### config.mk
export PLATFORM = sky130hd
export DESIGN_NAME = pwrup_seq
export DESIGN_NICKNAME = d
export VERILOG_FILES = /design/src/rtl/pwrup_seq_pkg.sv /design/src/rtl/pin_sync.sv /design/src/rtl/sq_toggler.sv /design/src/rtl/bit_feeder.sv /design/src/rtl/edge_meter.sv /design/src/rtl/pwrup_seq.sv
export SDC_FILE = /design/constraint.sdc
export NUM_CORES = 1
export LEC_CHECK = 0
export BUFFER_PORTS_ARGS = -buffer_cell sky130_fd_sc_hd__buf_2
export CAP_MARGIN = 15
export CORE_MARGIN = 2
export CORE_UTILIZATION = 50
export DETAILED_ROUTE_END_ITERATION = 7
export PLACE_DENSITY = 0.87
export SLEW_MARGIN = 20
export SYNTH_ARGS = -nofsm -noshare
export SYNTH_HDL_FRONTEND = slang
export SYNTH_SLANG_ARGS = --single-unit
export TNS_END_PERCENT = 5
### constraint.sdc
create_clock -name clk -period 4.45 [get_ports clk]
set_clock_uncertainty 0.1 [all_clocks]
set_input_delay 0.445 -clock clk [delete_from_list [all_inputs] [get_ports clk]]
set_output_delay 0.445 -clock clk [all_outputs]
set_load 0.02 [all_outputs]
### src/rtl/pwrup_seq_pkg.sv
package pwrup_seq_pkg;

    typedef enum logic [2:0] {
        ST_IDLE,
        ST_PRE,
        ST_STRAP,
        ST_LOAD,
        ST_DRAIN,
        ST_SETTLE,
        ST_GATE,
        ST_DONE
    } seq_state_e;

    localparam logic [7:0] STATUS_GOOD = 8'hC3;

    function automatic logic count_in_window(input int unsigned cnt,
                                             input int unsigned centre,
                                             input int unsigned tol);
        return (cnt + tol >= centre) && (cnt <= centre + tol);
    endfunction

endpackage

### src/rtl/pin_sync.sv
module pin_sync #(
    parameter int W = 8
) (
    input  logic         clk,
    input  logic         rst_n,
    input  logic [W-1:0] d_i,
    output logic [W-1:0] q_o
);
    logic [W-1:0] meta_q;
    logic [W-1:0] sync_q;

    for (genvar i = 0; i < W; i++) begin : g_bit
        always_ff @(posedge clk or negedge rst_n) begin
            if (!rst_n) begin
                meta_q[i] <= 1'b0;
                sync_q[i] <= 1'b0;
            end else begin
                meta_q[i] <= d_i[i];
                sync_q[i] <= meta_q[i];
            end
        end
    end

    assign q_o = sync_q;
endmodule

### src/rtl/sq_toggler.sv
module sq_toggler #(
    parameter int HALF = 4
) (
    input  logic clk,
    input  logic rst_n,
    input  logic en_i,
    output logic lvl_o
);
    localparam int CW = $clog2(HALF + 1);
    localparam logic [CW-1:0] LAST = CW'(HALF - 1);

    logic [CW-1:0] cnt_q;
    logic          lvl_q;

    always_ff @(posedge clk or negedge rst_n) begin
        if (!rst_n) begin
            cnt_q <= '0;
            lvl_q <= 1'b0;
        end else if (!en_i) begin
            cnt_q <= '0;
            lvl_q <= 1'b0;
        end else if (cnt_q == LAST) begin
            cnt_q <= '0;
            lvl_q <= ~lvl_q;
        end else begin
            cnt_q <= cnt_q + 1'b1;
        end
    end

    assign lvl_o = lvl_q;
endmodule

### src/rtl/bit_feeder.sv
module bit_feeder #(
    parameter int BIT_CYC = 100
) (
    input  logic clk,
    input  logic rst_n,
    input  logic run_i,
    input  logic valid_i,
    input  logic data_i,
    input  logic last_i,
    output logic ready_o,
    output logic level_o,
    output logic finished_o
);
    localparam int TW = $clog2(BIT_CYC + 1);
    localparam logic [TW-1:0] TEND = TW'(BIT_CYC - 1);

    logic [TW-1:0] tmr_q;
    logic          busy_q;
    logic          last_q;
    logic          lvl_q;
    logic          expire;

    assign expire     = busy_q && (tmr_q == TEND);
    assign ready_o    = run_i && (!busy_q || (expire && !last_q));
    assign finished_o = run_i && expire && last_q;

    always_ff @(posedge clk or negedge rst_n) begin
        if (!rst_n) begin
            tmr_q  <= '0;
            busy_q <= 1'b0;
            last_q <= 1'b0;
            lvl_q  <= 1'b1;
        end else if (!run_i) begin
            tmr_q  <= '0;
            busy_q <= 1'b0;
            last_q <= 1'b0;
            lvl_q  <= 1'b1;
        end else if (ready_o && valid_i) begin
            tmr_q  <= '0;
            busy_q <= 1'b1;
            last_q <= last_i;
            lvl_q  <= data_i;
        end else if (busy_q) begin
            if (expire) begin
                busy_q <= 1'b0;
            end else begin
                tmr_q <= tmr_q + 1'b1;
            end
        end
    end

    assign level_o = lvl_q;
endmodule

### src/rtl/edge_meter.sv
module edge_meter #(
    parameter int CW = 16
) (
    input  logic          clk,
    input  logic          rst_n,
    input  logic          clr_i,
    input  logic          en_i,
    input  logic          sig_i,
    output logic [CW-1:0] count_o
);
    logic          dly_q;
    logic [CW-1:0] cnt_q;

    always_ff @(posedge clk or negedge rst_n) begin
        if (!rst_n) begin
            dly_q <= 1'b0;
            cnt_q <= '0;
        end else begin
            dly_q <= sig_i;
            if (clr_i) begin
                cnt_q <= '0;
            end else if (en_i && sig_i && !dly_q && (cnt_q != '1)) begin
                cnt_q <= cnt_q + 1'b1;
            end
        end
    end

    assign count_o = cnt_q;
endmodule

### src/rtl/pwrup_seq.sv
module pwrup_seq
    import pwrup_seq_pkg::*;
#(
    parameter int NUM_PINS   = 64,
    parameter int STRAP_IDX  = 59,
    parameter int DATA_IDX   = 63,
    parameter int REF_IDX    = 62,
    parameter int STAT_LSB   = 56,
    parameter int STAT_W     = 8,
    parameter int CNT_W      = 32,
    parameter int PRE_CYC    = 2000,
    parameter int STRAP_CYC  = 1200000,
    parameter int BIT_CYC    = 100,
    parameter int REF_HALF   = 100,
    parameter int XI_HALF    = 5,
    parameter int POST_CYC   = 1000000,
    parameter int SETTLE_CYC = 14000000,
    parameter int GATE_CYC   = 20000,
    parameter int EXP_EDGES  = 2000,
    parameter int TOL_PCT    = 5
) (
    input  logic                clk,
    input  logic                rst_n,
    input  logic                start,
    output logic                done,
    output logic                pass,
    input  logic                bit_valid,
    input  logic                bit_data,
    input  logic                bit_last,
    output logic                bit_ready,
    output logic [NUM_PINS-1:0] pin_o,
    output logic [NUM_PINS-1:0] pin_oe,
    input  logic [NUM_PINS-1:0] pin_in,
    output logic                dut_test_o,
    output logic                dut_rst_o,
    output logic                ctl_oe,
    output logic                xi_o,
    output logic                xi_oe,
    input  logic                xo_in
);
    localparam int EDGE_W = $clog2(GATE_CYC + 1);
    localparam int TOL    = (EXP_EDGES * TOL_PCT) / 100;
    localparam logic [CNT_W-1:0] END_PRE    = CNT_W'(PRE_CYC - 1);
    localparam logic [CNT_W-1:0] END_STRAP  = CNT_W'(STRAP_CYC - 1);
    localparam logic [CNT_W-1:0] END_POST   = CNT_W'(POST_CYC - 1);
    localparam logic [CNT_W-1:0] END_SETTLE = CNT_W'(SETTLE_CYC - 1);
    localparam logic [CNT_W-1:0] END_GATE   = CNT_W'(GATE_CYC - 1);

    seq_state_e state_q, state_d;
    logic [CNT_W-1:0]  phase_q;
    logic [STAT_W-1:0] stat_q;
    logic [STAT_W-1:0] stat_s;
    logic              xo_s;
    logic              load_done;
    logic              data_lvl;
    logic              ref_lvl;
    logic              xi_lvl;
    logic              ref_run;
    logic              xi_run;
    logic              load_run;
    logic [EDGE_W-1:0] edge_cnt;

    // Synchronizers for the status field and the returned oscillator
    pin_sync #(.W(STAT_W)) u_stat_sync (
        .clk   (clk),
        .rst_n (rst_n),
        .d_i   (pin_in[STAT_LSB +: STAT_W]),
        .q_o   (stat_s)
    );

    pin_sync #(.W(1)) u_xo_sync (
        .clk   (clk),
        .rst_n (rst_n),
        .d_i   (xo_in),
        .q_o   (xo_s)
    );

    assign load_run = (state_q == ST_LOAD);
    assign ref_run  = (state_q == ST_LOAD) || (state_q == ST_DRAIN);
    assign xi_run   = (state_q == ST_LOAD) || (state_q == ST_DRAIN) ||
                      (state_q == ST_SETTLE) || (state_q == ST_GATE);

    bit_feeder #(.BIT_CYC(BIT_CYC)) u_feed (
        .clk        (clk),
        .rst_n      (rst_n),
        .run_i      (load_run),
        .valid_i    (bit_valid),
        .data_i     (bit_data),
        .last_i     (bit_last),
        .ready_o    (bit_ready),
        .level_o    (data_lvl),
        .finished_o (load_done)
    );

    sq_toggler #(.HALF(REF_HALF)) u_ref_gen (
        .clk   (clk),
        .rst_n (rst_n),
        .en_i  (ref_run),
        .lvl_o (ref_lvl)
    );

    sq_toggler #(.HALF(XI_HALF)) u_xi_gen (
        .clk   (clk),
        .rst_n (rst_n),
        .en_i  (xi_run),
        .lvl_o (xi_lvl)
    );

    edge_meter #(.CW(EDGE_W)) u_meter (
        .clk     (clk),
        .rst_n   (rst_n),
        .clr_i   (state_q == ST_SETTLE),
        .en_i    (state_q == ST_GATE),
        .sig_i   (xo_s),
        .count_o (edge_cnt)
    );

    // Next-state selection
    always_comb begin
        state_d = state_q;
        unique case (state_q)
            ST_IDLE:   if (start)                 state_d = ST_PRE;
            ST_PRE:    if (phase_q == END_PRE)    state_d = ST_STRAP;
            ST_STRAP:  if (phase_q == END_STRAP)  state_d = ST_LOAD;
            ST_LOAD:   if (load_done)             state_d = ST_DRAIN;
            ST_DRAIN:  if (phase_q == END_POST)   state_d = ST_SETTLE;
            ST_SETTLE: if (phase_q == END_SETTLE) state_d = ST_GATE;
            ST_GATE:   if (phase_q == END_GATE)   state_d = ST_DONE;
            ST_DONE:   if (start)                 state_d = ST_PRE;
            default:                              state_d = ST_IDLE;
        endcase
    end

    // State register, phase timer and status capture
    always_ff @(posedge clk or negedge rst_n) begin
        if (!rst_n) begin
            state_q <= ST_IDLE;
            phase_q <= '0;
            stat_q  <= '0;
        end else begin
            state_q <= state_d;
            if (state_d != state_q) begin
                phase_q <= '0;
            end else if (state_q != ST_IDLE && state_q != ST_DONE &&
                         state_q != ST_LOAD) begin
                phase_q <= phase_q + 1'b1;
            end
            if (state_q == ST_GATE && phase_q == END_GATE) begin
                stat_q <= stat_s;
            end
        end
    end

    // Outputs per state
    always_comb begin
        pin_o      = '0;
        pin_oe     = '0;
        dut_test_o = 1'b0;
        dut_rst_o  = 1'b0;
        ctl_oe     = 1'b0;
        xi_o       = 1'b0;
        xi_oe      = 1'b0;
        done       = 1'b0;
        pass       = 1'b0;
        unique case (state_q)
            ST_IDLE: ;
            ST_PRE: begin
                ctl_oe = 1'b1;
            end
            ST_STRAP: begin
                ctl_oe            = 1'b1;
                dut_rst_o         = 1'b1;
                pin_oe[STRAP_IDX] = 1'b1;
                pin_o[STRAP_IDX]  = 1'b1;
                pin_oe[DATA_IDX]  = 1'b1;
                pin_o[DATA_IDX]   = 1'b1;
            end
            ST_LOAD, ST_DRAIN: begin
                ctl_oe           = 1'b1;
                dut_rst_o        = 1'b1;
                pin_oe[REF_IDX]  = 1'b1;
                pin_o[REF_IDX]   = ref_lvl;
                xi_oe            = 1'b1;
                xi_o             = xi_lvl;
                if (state_q == ST_LOAD) begin
                    pin_oe[DATA_IDX] = 1'b1;
                    pin_o[DATA_IDX]  = data_lvl;
                end
            end
            ST_SETTLE, ST_GATE: begin
                ctl_oe    = 1'b1;
                dut_rst_o = 1'b1;
                xi_oe     = 1'b1;
                xi_o      = xi_lvl;
            end
            ST_DONE: begin
                done = 1'b1;
                pass = (stat_q == STATUS_GOOD) &&
                       count_in_window(32'(edge_cnt), EXP_EDGES, TOL);
            end
            default: ;
        endcase
    end

endmodule

# [Word level (Yosys, flattened, before mapping)]
# Cells that the tools add are included.
[word_totals] regBits=99 latchBits=0 ramBits=0 romBits=0 in_bits=71 output_inout_bits=136 wordCells=142 n_memories=0
[op_classes] add_sub_neg=6 multipliers=0 div=0 n_lt_le_gt_ge=2 n_eq_ne=25 shifts=0 muxes=45 bitwise=2 n_reduce_logical=31
[ops] op="2-to-1 mux 32 bit" count=2
[ops] op="2-to-1 mux 7 bit" count=6
[ops] op="adder 32 x 1 -> 32 bit (second input constant)" count=1
[ops] op="equality test 32 x 11 -> 1 bit (second input constant)" count=1
[ops] op="equality test 32 x 15 -> 1 bit (second input constant)" count=1
[ops] op="equality test 32 x 20 -> 1 bit (second input constant)" count=1
[ops] op="equality test 32 x 21 -> 1 bit (second input constant)" count=1
[ops] op="equality test 32 x 24 -> 1 bit (second input constant)" count=1
[ops] op="2-to-1 mux 15 bit" count=2
[ops] op="2-to-1 mux 3 bit" count=9
[ops] op="2-to-1 mux 1 bit" count=23
[ops] op="case mux 3 bit (7 select lines)" count=1
[ops] op="adder 15 x 7 -> 16 bit (second input constant)" count=1
[ops] op="greater-or-equal comparator 16 x 11 -> 1 bit (second input constant)" count=1
[ops] op="adder 15 x 1 -> 15 bit (second input constant)" count=1
[ops] op="equality test 3 bit (second input constant)" count=5
[ops] op="less-or-equal comparator 15 x 12 -> 1 bit (second input constant)" count=1
[ops] op="!= test 15 bit (second input constant)" count=1
[ops] op="adder 7 x 1 -> 7 bit (second input constant)" count=2
[ops] op="equality test 7 bit (second input constant)" count=2
[ops] op="logical AND 1 bit" count=14
[ops] op="!= test 3 bit (second input constant)" count=3
[ops] op="equality test 8 bit (second input constant)" count=1
[ops] op="equality test 3 x 2 -> 1 bit (second input constant)" count=2
[ops] op="other kinds (17)" count=28

# [Logic depth before layout (Yosys ltp)]
[depth] ltp_word=8 depth_mapped=9 depth_no_buf=7

# [Cells and area by module]
# A second synthesis with hierarchy kept.
[unflattened] hier_cells=651 hier_area_um2=6153.4
[by_module_without_submodules] module="pwrup_seq" n_inst=1 cells_per_inst=425 area_per_inst_um2=3672.3 seq_area_each_um2=1076.0
[by_module_without_submodules] module="edge_meter" n_inst=1 cells_per_inst=94 area_per_inst_um2=887.1 seq_area_each_um2=400.4
[by_module_without_submodules] module="bit_feeder" n_inst=1 cells_per_inst=61 area_per_inst_um2=576.8 seq_area_each_um2=251.5
[by_module_without_submodules] module="pin_sync at u_stat_sync" n_inst=1 cells_per_inst=16 area_per_inst_um2=400.4 seq_area_each_um2=400.4
[by_module_without_submodules] module="sq_toggler at u_ref_gen" n_inst=1 cells_per_inst=36 area_per_inst_um2=369.1 seq_area_each_um2=200.2
[by_module_without_submodules] module="sq_toggler at u_xi_gen" n_inst=1 cells_per_inst=17 area_per_inst_um2=197.7 seq_area_each_um2=100.1
[by_module_without_submodules] module="pin_sync at u_xo_sync" n_inst=1 cells_per_inst=2 area_per_inst_um2=50.0 seq_area_each_um2=50.0

# [Worst setup path after synthesis]
# No wires, ideal clock.
[synth_path] kind="register to register" from="register phase_q[0]" to="register phase_q[24]" setup_time_ns=0.119 arrival_time_ns=2.048 required_ns=4.231 setup_slack_ns=2.184 path_stages_with_launch=9 n_path_buf=1 period_less_slack_ns=2.266 cell_sequence="dfrtp_1 > ha_1 > and3_1 > nand4b_1 > nor4_4 > inv_4 > a32oi_4 > buf_6 > nor2_1"
[synth_via] elab_chain_cells=5 elab_cells_between_ends=16 cone_classes="add/sub (1); eq/ne (6); mux (8); reduce/logical (1)"
[synth_rtl] item="start: declaration" line_no="pwrup_seq.sv:50" rtl="logic [CNT_W-1:0] phase_q;"
[synth_rtl] item="start signal: assignment" line_no="pwrup_seq.sv:146" rtl="phase_q <= phase_q + 1'b1;"
[synth_rtl] item="parallel branches: the longest is 5 deep, another holds adder 32 x 1 -> 32 bit"
# Several ways; the timed one is not identified. The select of a mux whose other input is x is not followed.
# A chain may end at the register's enable or synchronous reset.

# [Final worst setup path]
[layout_path] from="register phase_q[0]" to="register phase_q[30]"
# The elaborated chain is that of the path after synthesis.

==> metrics.md <==
| Metric | Value |
|---|---|
| Status | complete, no violations |
| Worst setup EP type | flip-flop |
| Drt drc | 0 |
| Async SR Flop Fraction | 1.000 |
| Fmax achieved | 0.3129 GHz |
| DRT Pass-1 Iters | 5 |
| Reg2Reg Depth | 7 |
| Cell taking the most area after synthesis | dfrtp_1 |
| Number of DRC violations after detailed-routing iteration 0 | approximately 250 |
| Syn Std Cell Area | about 5800 µm² |
| Min-delay worst type | input pin to async pin |
| RSZ-0062 raised after global routing | no |
| Post-Syn Instances | between 600 and 700 |
| Top-level I/O count | 207 |
| Mean area per synthesized cell | ~9.4 µm² |
| CP required | roughly 4.5 ns |
| CP Launch Type | flip-flop |
| Routed vias | a little under 4000 |
| Sink Count | 99 |
| Synth Register Bits | 99 |
| Final hold violation count | 0 |
| WP buf/inv | 1 |
| Register area share after synthesis | 0.4263 |
| ANT nets after route | 0 |
| Synthesis-to-layout area growth | 1.248% |
| Number of port buffers | 27 |
| Vias in the first global route | ~3600 |
| Final WL | 10150 µm |
| Clk_lat worst skew | between 0.3 and 0.4 ns |
| Post-synth EDFFs | 0 |
| Fin crit period | between 3 and 4 ns |
| Total Power | around 2.2 mW |
| Post CTS Setup Buffer Count | 0 |
| Power Dens Cells | 370.2 nW/µm² |
| Final HPWL DP | slightly above 7000 µm |
| CTS max path bufs | 2 |
| Row count | 39 |
| RR Endpoint | phase_q[30] |
| Pleak | between 2 and 3 nW |
| PostCTS Resize Cnt | 0 |
| Grt ovf | 0 |
| Starting Density | 0.5114 |
| Max IR drop VDD | ~310 µV |
| Die ar. | 12510 µm² |
| Top-area cell type share of the netlist area | 0.4218 |
| Share of cells above drive strength 1 | 0.1054 |
| Final setup TNS | 0 ns |
| Internal reg-to-reg setup slack | approximately 1.3 ns |
| H-tree levels | 3 |
| CTS clock-pin slew for the worst setup and hold paths | roughly 0.070 ns |
| Fillcell total | a little over 1000 |
| Largest net degree at the start of global routing | 68 |
| First-pass GRT wire length | between 15000 and 20000 µm |
| Crit-path max FO | 32 |
| Measured slew at the worst slew-check pin | 1.035 ns |
| Ranking of synthesized cells by area | dfrtp_1, buf_4, nor2_1, xnor2_1, nand2_1 |
| Yosys warning count | 0 |
| Worst-path cell chain | ha_1, and3_1, nand4b_1, nor4_4, inv_4, a32oi_4, nor2_1 |
| Most frequent cells in the layout | conb_1, dfrtp_1, nor2_1 |
| Routability cong. | approximately 0.85 |
| Max Cap Viol | 0 |
| TritonCTS clock tree | yes |
| Final Max Slew Viols | 0 |
| Most common cell after layout, fill and taps aside | conb_1 |
| Slowest CP cell | a32oi_4 |
| Die height | between 100 and 150 µm |
| Kind of critical path | flip-flop to flip-flop |
| CTS Hold Buffers Added | 0 |
| Post-synth cell types | between 50 and 60 |
| Via density per instance | 4.931 |
| GRT Util Overall | 0.1684 |
| Period utilization | 0.7182 |
| Antenna Cells | 0 |
| TritonCTS Buffers | 9 |
| Main flop type after synthesis | dfrtp_1 |
| Nets | roughly 720 |
| Core ar. | between 10000 and 15000 µm² |
| CP top delay family | simple AND/OR/NAND/NOR gates |
| CP max stage delay | approximately 0.88 ns |
| Max transition margin | 0.3103 |
| CTS root buffer | clkbuf_16 |
| # setup viols final | 0 |
| Reg-to-Reg Start | phase_q[0] |
| Drt wl/cell | 12.88 µm |
| Die X | between 100 and 150 µm |
| Antenna violations before repair | 0 |
| Critical path arrival | about 3.3 ns |
[state kept, by name, indices dropped and copies added (netlist names)]
register	flops
u_xi_gen.cnt_q	3
u_feed.last_q	1
u_ref_gen.lvl_o	1
u_meter.count_o	15
u_feed.busy_q	1
u_ref_gen.cnt_q	7
u_xo_sync.q_o	1
phase_q	32
u_meter.dly_q	1
u_stat_sync.meta_q	8
u_stat_sync.q_o	8
state_q	3
u_feed.tmr_q	7
u_xo_sync.meta_q	1
u_feed.level_o	1
stat_q	8
u_xi_gen.lvl_o	1
[layer usage]
layer	vias up	routed length, µm	track usage
met3	18	576	0.04409
met4	0	159	0.04362
met5	-	0	0
met2	134	4939	0.2788
li1	1858	-	-
met1	1876	4469	0.2214
[worst register-to-register path, delay by kind of cell, from the launching register on]
kind,cells,cell delay [ns]
AO/OA/AOI/OAI,1,0.89
buffers and inverters,1,0.09
AND/OR/NAND/NOR,4,1.29
flip-flops,1,0.46
adder cells (fa/ha/maj),1,0.20
[per-stage QoR]
stage / instances / hold slack [ns] / setup slack (ns) / utilization / instance area (µm²)
global placement: 772 / 0.2336 / 1.371 / 0.4910 / 5583
finish: 788 / 0.09043 / 1.254 / 0.5178 / 5887
floorplan: 738 / 0.04941 / 2.184 / - / 6272
CTS: 788 / 0.09064 / 1.244 / 0.5178 / 5887
global route: 788 / 0.08693 / 0.9748 / 0.5178 / 5887
detailed placement: 772 / 0.2372 / 1.306 / 0.4910 / 5583
[area by class of cell]
cell class / count / area, µm² / area share
Multi-Input combinational cell: 490 / 2725 / 0.4629
Sequential cell: 99 / 2479 / 0.4210
Clock buffer: 11 / 242.7 / 0.04123
Tap cell: 143 / 178.9 / 0.03039
Timing Repair Buffer: 30 / 160.2 / 0.02721
Clock inverter: 5 / 61.31 / 0.01041
Inverter: 10 / 40.04 / 0.006801
[how the worst max path moves through the flow]
stage                           from           to  slack, ns  cells past startpoint
after CTS                 phase_q[0]  phase_q[30]       1.24                      7
after global placement    phase_q[0]   phase_q[1]       1.37                      7
final                     phase_q[0]  phase_q[30]       1.25                      7
after global routing      phase_q[0]   phase_q[9]       0.97                      7
after floorplan           phase_q[0]  phase_q[24]       2.18                      8
after detailed placement  phase_q[0]  phase_q[10]       1.31                      7
[where the power goes]
| group | switching (mW) | internal, mW |
|---|---|---|
| Combinational | 0.292 | 0.0964 |
| Clock | 0.332 | 0.453 |
| Sequential | 0.0621 | 0.943 |
[synthesized netlist by cell type, types with 2 or more instances]
| library cell | count |
|---|---|
| nand2b_1 | 4 |
| and4b_1 | 2 |
| buf_6 | 4 |
| ha_1 | 7 |
| nor2_1 | 80 |
| mux2i_1 | 2 |
| mux2_2 | 6 |
| nor2b_1 | 2 |
| nand4b_1 | 3 |
| nor4_2 | 2 |
| nor4b_1 | 6 |
| nor4_4 | 2 |
| nor4_1 | 5 |
| o21a_1 | 2 |
| clkbuf_1 | 4 |
| inv_1 | 9 |
| and4_1 | 4 |
| nor3_1 | 10 |
| buf_4 | 125 |
| nor2_2 | 4 |
| buf_2 | 5 |
| and3_1 | 10 |
| xnor2_1 | 30 |
| and2_1 | 8 |
| xor2_1 | 27 |
| nand4_1 | 22 |
| nand3_1 | 30 |
| o21ai_0 | 6 |
| nand3b_1 | 3 |
| nand2_1 | 65 |
| dfrtp_1 | 98 |
| a21oi_1 | 8 |
[kinds of logic after synthesis]
| kind of cell | share of synthesized area |
|---|---|
| compound gates | 0.03314 |
| xor+xnor | 0.08586 |
| fa+ha+maj | 0.01506 |
| buf+inv | 0.1838 |
| flops | 0.4263 |
| mux | 0.01506 |
| other cells | 0.0006450 |
| simple gates | 0.2402 |
Note: power is estimated with default switching activity, not from simulation.
